[config.mk]
export PLATFORM = sky130hd
export DESIGN_NAME = mux_bus_slave
export DESIGN_NICKNAME = d
export VERILOG_FILES = /design/src/rtl/mux_bus_pkg.sv /design/src/rtl/mbs_sync.sv /design/src/rtl/mbs_addr_capture.sv /design/src/rtl/mbs_regfile.sv /design/src/rtl/mux_bus_slave.sv
export SDC_FILE = /design/constraint.sdc
export NUM_CORES = 1
export LEC_CHECK = 0
export BUFFER_PORTS_ARGS = -buffer_cell sky130_fd_sc_hd__buf_2
export CORE_MARGIN = 5
export CORE_UTILIZATION = 30
export DETAILED_ROUTE_END_ITERATION = 10
export PLACE_DENSITY_LB_ADDON = 0.15
export SLEW_MARGIN = 20
export SYNTH_ARGS = -nofsm -noshare
export SYNTH_HDL_FRONTEND = slang
export SYNTH_SLANG_ARGS = --single-unit
[constraint.sdc]
create_clock -name clk -period 17.2 [get_ports clk]
set_input_delay 3.44 -clock clk [delete_from_list [all_inputs] [get_ports clk]]
set_output_delay 3.44 -clock clk [all_outputs]
set_load 0.02 [all_outputs]
[src/rtl/mux_bus_pkg.sv]
package mux_bus_pkg;
   typedef enum logic {
      CAP_EDGE  = 1'b0,
      CAP_LEVEL = 1'b1
   } cap_mode_e;
endpackage

[src/rtl/mbs_sync.sv]
module mbs_sync #(
   parameter int unsigned     STAGES  = 2,
   parameter int unsigned     WIDTH   = 3,
   parameter logic [WIDTH-1:0] RST_VAL = '0
) (
   input  logic             clk,
   input  logic             rst,
   input  logic [WIDTH-1:0] din,
   output logic [WIDTH-1:0] dout,
   output logic [WIDTH-1:0] dout_prev
);
   logic [WIDTH-1:0] chain [STAGES];

   if (STAGES < 2) begin : g_bad_stages
      $error("mbs_sync: STAGES must be at least 2");
   end

   for (genvar s = 0; s < STAGES; s++) begin : g_stage
      always_ff @(posedge clk or posedge rst) begin
         if (rst) chain[s] <= RST_VAL;
         else if (s == 0) chain[s] <= din;
         else chain[s] <= chain[(s == 0) ? 0 : s-1];
      end
   end

   always_ff @(posedge clk or posedge rst) begin
      if (rst) dout_prev <= RST_VAL;
      else     dout_prev <= chain[STAGES-1];
   end

   assign dout = chain[STAGES-1];
endmodule

[src/rtl/mbs_addr_capture.sv]
module mbs_addr_capture
   import mux_bus_pkg::*;
#(
   parameter int unsigned AW       = 16,
   parameter int unsigned STAGES   = 2,
   parameter cap_mode_e   CAP_MODE = CAP_EDGE
) (
   input  logic          clk,
   input  logic          rst,
   input  logic [AW-1:0] bus_addr,
   input  logic          ale_s,
   input  logic          ale_prev,
   output logic [AW-1:0] port_prev,
   output logic [AW-1:0] addr_q
);
   localparam int unsigned DEPTH = STAGES + 1;

   logic [AW-1:0] pipe [DEPTH];
   logic          ale_fall;

   for (genvar k = 0; k < DEPTH; k++) begin : g_pipe
      always_ff @(posedge clk or posedge rst) begin
         if (rst) pipe[k] <= '0;
         else if (k == 0) pipe[k] <= bus_addr;
         else pipe[k] <= pipe[(k == 0) ? 0 : k-1];
      end
   end

   assign ale_fall  = ale_prev & ~ale_s;
   assign port_prev = pipe[DEPTH-1];

   if (CAP_MODE == CAP_EDGE) begin : g_edge
      always_ff @(posedge clk or posedge rst) begin
         if (rst)           addr_q <= '0;
         else if (ale_fall) addr_q <= pipe[DEPTH-1];
      end


      edge_capture_chk: assert property (@(posedge clk) disable iff (rst)
         ale_fall |=> addr_q == $past(pipe[DEPTH-1]));

      addr_hold_chk: assert property (@(posedge clk) disable iff (rst)
         !ale_fall |=> $stable(addr_q));
   end else begin : g_level
      always_ff @(posedge clk or posedge rst) begin
         if (rst)        addr_q <= '0;
         else if (ale_s) addr_q <= pipe[DEPTH-2];
      end


      level_hold_chk: assert property (@(posedge clk) disable iff (rst)
         !ale_s |=> $stable(addr_q));
   end
endmodule

[src/rtl/mbs_regfile.sv]
module mbs_regfile #(
   parameter int unsigned DW    = 8,
   parameter int unsigned DEPTH = 16,
   localparam int unsigned IW   = $clog2(DEPTH)
) (
   input  logic          clk,
   input  logic          rst,
   input  logic          we,
   input  logic [IW-1:0] idx,
   input  logic [DW-1:0] wdata,
   output logic [DW-1:0] rdata
);
   logic [DW-1:0] mem [DEPTH];

   if ((1 << IW) != DEPTH) begin : g_bad_depth
      $error("mbs_regfile: DEPTH must be a power of two");
   end

   for (genvar e = 0; e < DEPTH; e++) begin : g_ent
      always_ff @(posedge clk or posedge rst) begin
         if (rst) mem[e] <= '0;
         else if (we && idx == IW'(e)) mem[e] <= wdata;
      end
   end

   assign rdata = mem[idx];


   write_land_chk: assert property (@(posedge clk) disable iff (rst)
      we |=> mem[$past(idx)] == $past(wdata));
endmodule

[src/rtl/mux_bus_slave.sv]
module mux_bus_slave
   import mux_bus_pkg::*;
#(
   parameter int unsigned DW       = 8,
   parameter int unsigned HW       = 8,
   parameter int unsigned REGS     = 16,
   parameter int unsigned BASE     = 'h8000,
   parameter int unsigned STAGES   = 2,
   parameter cap_mode_e   CAP_MODE = CAP_EDGE
) (
   input  logic          clk,
   input  logic          rst,
   input  logic          ale,
   input  logic          rd_n,
   input  logic          wr_n,
   input  logic [HW-1:0] addr_hi,
   input  logic [DW-1:0] ad_in,
   output logic [DW-1:0] ad_out,
   output logic          ad_oe,
   output logic [HW+DW-1:0] cur_addr
);
   localparam int unsigned AW = HW + DW;
   localparam int unsigned IW = $clog2(REGS);
   localparam logic [AW-1:0] BASE_V = AW'(BASE);

   if (BASE % REGS != 0) begin : g_bad_base
      $error("mux_bus_slave: BASE must be aligned to REGS");
   end
   if (IW >= AW) begin : g_bad_regs
      $error("mux_bus_slave: REGS too large for address width");
   end

   logic [2:0]    strb_s, strb_p;
   logic          ale_s, ale_p, rd_s, wr_s, wr_p;
   logic [AW-1:0] port_prev;
   logic          hit, wr_fall, we;
   logic [DW-1:0] rdata;

   mbs_sync #(.STAGES(STAGES), .WIDTH(3), .RST_VAL(3'b110)) u_sync (
      .clk(clk), .rst(rst), .din({rd_n, wr_n, ale}),
      .dout(strb_s), .dout_prev(strb_p)
   );

   assign ale_s = strb_s[0];
   assign ale_p = strb_p[0];
   assign wr_s  = strb_s[1];
   assign wr_p  = strb_p[1];
   assign rd_s  = strb_s[2];

   mbs_addr_capture #(.AW(AW), .STAGES(STAGES), .CAP_MODE(CAP_MODE)) u_cap (
      .clk(clk), .rst(rst), .bus_addr({addr_hi, ad_in}),
      .ale_s(ale_s), .ale_prev(ale_p),
      .port_prev(port_prev), .addr_q(cur_addr)
   );

   assign hit     = cur_addr[AW-1:IW] == BASE_V[AW-1:IW];
   assign wr_fall = wr_p & ~wr_s;
   assign we      = wr_fall & rd_s & hit;

   mbs_regfile #(.DW(DW), .DEPTH(REGS)) u_rf (
      .clk(clk), .rst(rst), .we(we), .idx(cur_addr[IW-1:0]),
      .wdata(port_prev[DW-1:0]), .rdata(rdata)
   );

   assign ad_oe  = ~rd_s & wr_s & hit;
   assign ad_out = rdata;


   drive_window_chk: assert property (@(posedge clk) disable iff (rst)
      ad_oe |-> cur_addr[AW-1:IW] == BASE_V[AW-1:IW]);

   conflict_nodrive_chk: assert property (@(posedge clk) disable iff (rst)
      (!rd_s && !wr_s) |-> !ad_oe);

   conflict_nowrite_chk: assert property (@(posedge clk) disable iff (rst)
      !rd_s |-> !we);
endmodule

---- Word level (Yosys, flattened, before mapping) ----
Cells that the tools add are included.
cells by class
  reductions and logical operators ........ 17
  $mul .................................... 0
  order comparisons ....................... 1
  $add $sub $neg .......................... 0
  div/mod/pow operators ................... 0
  shifts and indexed selects .............. 0
  bitwise operators ....................... 10
  equality and inequality tests ........... 16
  mux-type cells .......................... 3
operator list
  operator              count
  $bmux 8 s4            1
  $eq 4x4->1 const B    8
  $eq 4x3->1 const B    4
  $logic_and 1x1->1     16
  $mux 8                2
  $eq 12x12->1 const B  1
  $eq 4x2->1 const B    2
  $and 1x1->1           6
  $ge 5x5->1 const B    1
  $not 4->5             1
  $eq 4x1->1 const B    1
  $logic_not 4->1       1
  $not 1->1             3
storage, ports and cells
  latch bits .............................. 0
  output and inout bits ................... 25
  register bits ........................... 200
  input port bits ......................... 21
  memories kept ........................... 0
  logic and storage cells ................. 70
  ROM bits ................................ 0
  memory bits (writable) .................. 0

---- Longest topological paths before layout ----
Gate-level depths: netlist (run 1).
  depth after elaboration ................. 5
  depth in mapped cells ................... 5
  gate-level depth less buffers ........... 4

---- Cells and area by module ----
A second synthesis (run 1) with hierarchy kept.
unflattened totals
  cells, all modules ...................... 486
  area total of the unflattened synthesis .. 8,124.0 um^2
by module, submodules not included
  module            times used  cells each  area each (um^2)
  mbs_regfile       1           366         5,825.6
  mbs_addr_capture  1           100         1,988.2
  mbs_sync          1           13          259.0
  mux_bus_slave     1           7           51.3

---- Worst setup path after synthesis (run 1) ----
No wires, ideal clock.
  kind .................................... reg-to-output
  start point ............................. reg u_cap.addr_q[1]
  end point ............................... out ad_out[2]
  buffers on the path ..................... 2
  data required time ...................... 13.760 ns
  data arrival time ....................... 2.064 ns
  slack ................................... 11.696 ns
  cell stages (with the launch flop) ...... 6
  cells stage by stage .................... dfrtp_1 buf_1 buf_1 mux4_2 a22oi_1 nand2_1
on the way
  word-level cells in the longest chain between the ends .. 4
ends and longest elaborated chain
  element                                     RTL line                RTL
  from (decl)                                 mbs_addr_capture.sv:14  output logic [AW-1:0] addr_q
  from (signal assigned)                      mbs_addr_capture.sv:35  else if (ale_fall) addr_q <= pipe[DEPTH-1];
  $not 4->5 (implied by the code)             mbs_regfile.sv:26       assign rdata = mem[idx];
  $bmux 8 s4                                  mbs_regfile.sv:26
  $mux 8 (implied by the code) (2 in series)  mbs_regfile.sv:26
  to (decl)                                   mux_bus_slave.sv:18     output logic [DW-1:0] ad_out,
Every way passes these cells. The select of a mux whose other input is x is not followed.

---- Worst setup path after layout (run 1) ----
  start point ............................. reg u_cap.addr_q[0]
  end point ............................... out ad_out[6]
The elaborated chain is that of the path after synthesis.

==> results of run 1 <==
## per-stage QoR
| step | hold WS (ns) | instance area (sq um) |
|---|---|---|
| floorplan | 0.331 | 8480 |
| global placement | 0.333 | 9090 |
| detailed placement | 0.335 | 9090 |
| CTS | 0.347 | 9730 |
| global route | 0.357 | 9730 |
| finish | 0.348 | 9730 |
## Yosys cell counts, drive strengths merged (3+ instances only)
cell	number	share of area, %
a22oi	16	1.4
buf	11	0.72
clkbuf	16	0.71
dfrtp	195	58
dfstp	5	1.5
mux2	144	24
mux4	32	8.5
nand2	11	0.49
nand2b	4	0.30
nor2b	3	0.22
nor3	12	2.3
nor4	6	1.5
## layer usage
metal	routed length, um	part of all wire (%)	vias to the layer above
met5	0	0	-
met4	294	1.5	0
met3	624	3.3	20
met2	9410	49	56
met1	8820	46	2200
li1	-	-	1786
## cells by family (layout without fill, tap and decap cells)
kind of cell	Yosys count	after routing	share of synthesized area, %
AO/OA/AOI/OAI	16	16	1.42
buffers and inverters	28	82	1.48
flip-flops	200	200	59.1
multiplexers	176	176	32.2
AND/OR/NAND/NOR	43	43	5.76
## sequential cells by signal (all words and copies together), names as in the netlist
signal / cells
u_cap.port_prev: 16
u_cap.addr_q: 16
u_rf.mem: 128
u_sync.dout: 3
u_sync.chain: 3
u_sync.dout_prev: 2
u_cap.pipe: 32
## path summary, 6_finish.rpt
kind / end / slack [ns]
min in group asynchronous: u_cap.pipe[43] / 3.10
hold / removal: u_cap.pipe[24] / 0.35
hold reg to reg: u_cap.pipe[24] / 0.35
setup reg to reg: u_rf.mem[125] / 14.20
setup / recovery: ad_out[6] / 10.91
max in group asynchronous: u_cap.port_prev[1] / 12.48
## cell type report
type	instances	area share, %
flip-flops and latches	200	51.6
inverters	1	0.116
clock buffers	17	4.37
multi-input cells	235	34.3
well taps	378	4.86
clock inverters	15	2.12
repair buffers	49	2.62
## worst reg2reg max path, delay by kind of cell (launching register included)
family	cells	cell delay (ns)
mux	1	0.36
flops	1	0.44
simple gates	3	2.08
## power by group through the flow
| stage | clock, mW | sequential, mW | combinational (mW) |
|---|---|---|---|
| 2_1_floorplan | 0 | 0.508 | 0.0492 |
| 3_3_place_gp | 0 | 0.510 | 0.0733 |
| 3_5_place_dp | 0 | 0.510 | 0.0741 |
| 4_1_cts | 0.442 | 0.501 | 0.0743 |
| 5_1_grt | 0.459 | 0.503 | 0.0778 |
| 6_report | 0.425 | 0.500 | 0.0716 |
==> metrics.yaml, run 1 <==
status:
  status: "finished, final reports clean"
global_route:
  gr-usage-all-layers_pct: 12.8
  grt_max_degree: 134
  antenna_found_initial: 0
  grtUsageMet2_pct: 21.1
  met1_usage_pct: 17.1
  overflow: 0
  use_met3_pct: 2.46
  grt_pass1_wl_um: 30000
  busiest_layer: "met2"
  first_global_vias: 4627
cts:
  cts_resized: 0
  cts_setup_buffers: 0
  h-tree-depth: 4
  clkSlewWorstSetupHoldPaths_ns: 0.09
  clockBufferDepth: 2
  cts_hold_buf: 0
  cts_root_buf: "clkbuf_16"
  clk_latency_ns: 0.44
  cts_tree: "yes"
  clock_sinks: 200
  cts_buffers: 17
die:
  io_pins: 46
  initial_core_util_pct: 30.4
  coreArea_sq_um: 27900
  die_area_sq_um: 31700
  row_count: 61
  die_y_um: 178
  die_w_um: 178
route:
  drtIter0Drc: 212
  drc: 0
  viasPerCell: 4.54
  ant_nets: 0
  vias: 4062
  wl_per_cell_um: 21.4
  dr.pass1.iters: 5
  wirelength_um: 19100
yosys:
  syn_area_per_cell_sq_um: 18.3
  ys_seq_area_share_pct: 59.1
  synth.distinct_cells: 24
  synth_top_flop_cell: "dfrtp_1"
  syn_nets: 484
  synth_edf_count: 0
  yosysWarnings: 0
  yosys_register_bits: 200
  synth_area_sq_um: 8480
  async_flop_share_pct: 100
  syn_inst: 463
pwr:
  clkPwrFrac_pct: 42.7
  peakVddDrop_mv: 0.0602
  p_leak_nw: 4.50
  swShare_pct: 28.9
  switchingPower_mw: 0.288
  combPwrFrac_pct: 7.2
  p_seq_share_pct: 50.2
  intPower_mw: 0.709
  powerDensity_nw_per_um2: 103
  finalPower_mw: 0.997
final_layout:
  layout_commonest_cell: "dfrtp_1"
  layout_common_cells: "193 x dfrtp_1, 104 x mux2_4, 45 x buf_2"
  layout.nets: 525
  utilization_pct: 34.9
  regArea_sq_um: 5010
  fin_cells: 895
  num_antenna_cells: 0
  fillCellCount: 2624
  area_growth_pct: 14.7
  drive_gt1_share_pct: 47.8
  multi_input_area_sq_um: 3340
worst_setup_path:
  critical_path_buf_inv_count: 2
  worst-path-stages: 5
  setup.worst_path.class: "flop to output pin"
  r2r_cells: 4
  r2r-start: "u_cap.addr_q[8]"
  cp_max_fo: 27
  crit_required_ns: 13.76
  worst_setup_path_end_kind: "output pin"
  crit_start: "u_cap.addr_q[0]"
  crit_family: "buffers and inverters"
  arrival_ns: 2.85
  cp-start-kind: "flop"
  cpMaxStageDelayCell: "dfrtp_2"
  critPathMaxStageDelay_ns: 0.67
  crit_chain: "buf_4, mux4_2, a22oi_1, nand2_1, buf_2"
timing:
  slew_violations: 0
  max_freq_ghz: 0.159
  rsz0062_at_grt: "false"
  worstMarginPinSlew_ns: 1.08
  tns_ns: 0
  timing.final.hold_violations: 0
  finalCritPeriodShare_pct: 36.6
  timing.final.ws_setup_ns: 10.91
  setup_viol: 0
  timing.max_slew.rel_slack_pct: 27.3
  skew_ns: 0.0164
  period_minus_slack_ns: 6.29
min_path:
  min_path_cells: 0
  hold_path.class: "flop to flop"
  min_from: "u_cap.pipe[40]"
place:
  place_congestion: 0.728
  numPortBuffers: 45
  hpwl_um: 11600
  dp_cells: 863
  place_ws_ns: 11.30
flow_run:
  maxCapViolCount: 0
Note: power is estimated with default switching activity, not from simulation.
==> inputs of run 2 (changes only) <==
- clock period: 17.2 -> 6 ns (I/O delays scaled with it)
==> run 2 against run 1 <==
Compared with the run above: sequential power grew to 2.9 times the previous value; design area is 0.55% higher; worst setup slack worse by 9.1 ns; via count is 1.5% higher; sequential share of layout area is 0.28 points lower; critical path depth stayed put; flip-flop and latch count stayed put; clock power grew to 2.8 times the previous value; total power grew to 2.9 times the previous value; die area stayed put; largest power group unchanged.
==> metrics.yaml, run 2 (synthesized netlist as in run 1, its figures left out) <==
route:
  wirelength_um: 19700  # +2.7%
  viasPerCell: 4.59  # +1.0%
  wl_per_cell_um: 21.9  # +2.3%
  ant_nets: 0  # unchanged
  drtIter0Drc: 200  # -5.7%
  vias: 4122  # +1.5%
  drc: 0  # unchanged
  dr.pass1.iters: 4  # -1
final_layout:
  layout_commonest_cell: "dfrtp_1"
  layout.nets: 529  # +0.76%
  num_antenna_cells: 0  # unchanged
  top_register: "u_rf.mem"
  layout_common_cells: "193 x dfrtp_1, 104 x mux2_4, 45 x buf_2"
  reg_top3: "u_rf.mem: 128 flops, u_cap.pipe: 32 flops"
  area_growth_pct: 15.4
  fin_cells: 899  # +0.45%
  largest_reg_flops: 128  # unchanged
  drive_gt1_share_pct: 48.2  # +0.40 points
cts:
  cts_tree: "yes"
  clk_latency_ns: 0.45  # about the same
  cts_setup_buffers: 0  # unchanged
  clock_sinks: 200  # unchanged
  cts_root_buf: "clkbuf_16"
  cts_resized: 0  # unchanged
  h-tree-depth: 4  # unchanged
  cts_buffers: 17  # unchanged
  clkSlewWorstSetupHoldPaths_ns: 0.08  # about the same
  cts_hold_buf: 0  # unchanged
  clockBufferDepth: 2  # unchanged
min_path:
  min_to: "u_cap.pipe[17]"
  min_from: "u_cap.pipe[33]"
  min_path_cells: 0  # unchanged
  hold_path.class: "flop to flop"
timing:
  max_freq_ghz: 0.239
  period_minus_slack_ns: 4.18
  rsz0062_at_grt: "false"
  worstMarginPinSlew_ns: 1.11  # +0.0305 ns
  slew_violations: 0  # unchanged
  timing.final.hold_violations: 0  # unchanged
  skew_ns: 0.0273  # +0.0109 ns
  timing.max_slew.rel_slack_pct: 25.3  # -2.1 points
  finalCritPeriodShare_pct: 69.6
  tns_ns: 0  # unchanged
  setup_viol: 0  # unchanged
global_route:
  antenna_found_initial: 0  # unchanged
  overflow: 0  # unchanged
  gr-usage-all-layers_pct: 13.2  # +0.37 points
  first_global_vias: 4666  # +0.84%
  grt_pass1_wl_um: 30600  # +2.0%
  grt_max_degree: 111  # -17%
worst_setup_path:
  arrival_ns: 2.98  # +0.13 ns
  crit_required_ns: 4.80  # -8.96 ns
  ff2ff_setup_slack_ns: 3.03  # -11.17 ns
  setup.worst_path.class: "flop to output pin"
  worst_setup_path_end_kind: "output pin"
  cp-start-kind: "flop"
  r2r_cells: 4  # unchanged
  r2r-start: "u_cap.addr_q[12]"
  r2r-end: "u_rf.mem[125]"
  cp_max_fo: 26  # -3.7%
  crit_start: "u_cap.addr_q[0]"
die:
  initial_core_util_pct: 30.4  # unchanged
  io_pins: 46  # unchanged
  coreArea_sq_um: 27900  # unchanged
  die_area_sq_um: 31700  # unchanged
  row_count: 61  # unchanged
  die_y_um: 178  # unchanged
  die_w_um: 178  # unchanged
place:
  hpwl_um: 11800  # +2.4%
  dp_cells: 865  # +0.23%
  numPortBuffers: 45  # unchanged
  place_congestion: 0.726  # -0.21%
flow_run:
  maxCapViolCount: 0  # unchanged
status:
  status: "finished, final reports clean"
pwr:
  powerDensity_nw_per_um2: 291  # +180%
  peakVddDrop_mv: 0.171  # +180%
  p_leak_nw: 4.52  # +0.54%
  finalPower_mw: 2.85  # +190%
run 2: critical path, stage by stage, from the launching register on:
cell	delay (ns)
dfrtp_2	0.95
buf_4	0.48
mux4_2	0.55
a22oi_1	0.17
nand2_1	0.15
buf_2	0.20
run 2: metrics by stage:
step           instance area (sq um)  util (%)  setup slack, ns  hold slack (ns)
2_1_floorplan                   8480         -             2.22            0.331
3_3_place_gp                    9110      32.7             2.25            0.332
3_5_place_dp                    9120      32.7             2.24            0.335
4_1_cts                         9750      35.0             1.76            0.354
5_1_grt                         9780      35.1             1.60            0.357
6_report                        9780      35.1             1.82            0.351
run 2: worst max-delay path by stage:
stage | slack [ns] | end
6_report | 1.82 | ad_out[6]
5_1_grt | 1.60 | ad_out[3]
4_1_cts | 1.76 | ad_out[6]
3_5_place_dp | 2.24 | ad_out[6]
3_3_place_gp | 2.25 | ad_out[6]
2_1_floorplan | 2.22 | u_cap.addr_q[0]
run 2: routing by layer:
layer | routed length (um) | track usage [%] | vias up
li1 | - | - | 1804
met1 | 8980 | 17.8 | 2231
met2 | 9730 | 21.4 | 67
met3 | 599 | 2.50 | 20
met4 | 364 | 4.25 | 0
met5 | 0 | 0 | -
run 2: where the power goes:
group          total (mW)  internal (mW)  leakage (nW)  switching [mW]
logic               0.204         0.0667          1.60           0.137
registers            1.44           1.38          2.62          0.0579
clock network        1.20          0.608         0.305           0.593
total                2.85           2.06          4.52           0.788
run 2: cell type report:
cell class / instances / area [sq um]
clock buffers: 17 / 425
clock inverters: 15 / 205
fillers: 2609 / 18100
inverters: 1 / 7.51
multi-input cells: 235 / 3340
flip-flops and latches: 200 / 5010
well taps: 378 / 473
repair buffers: 53 / 314
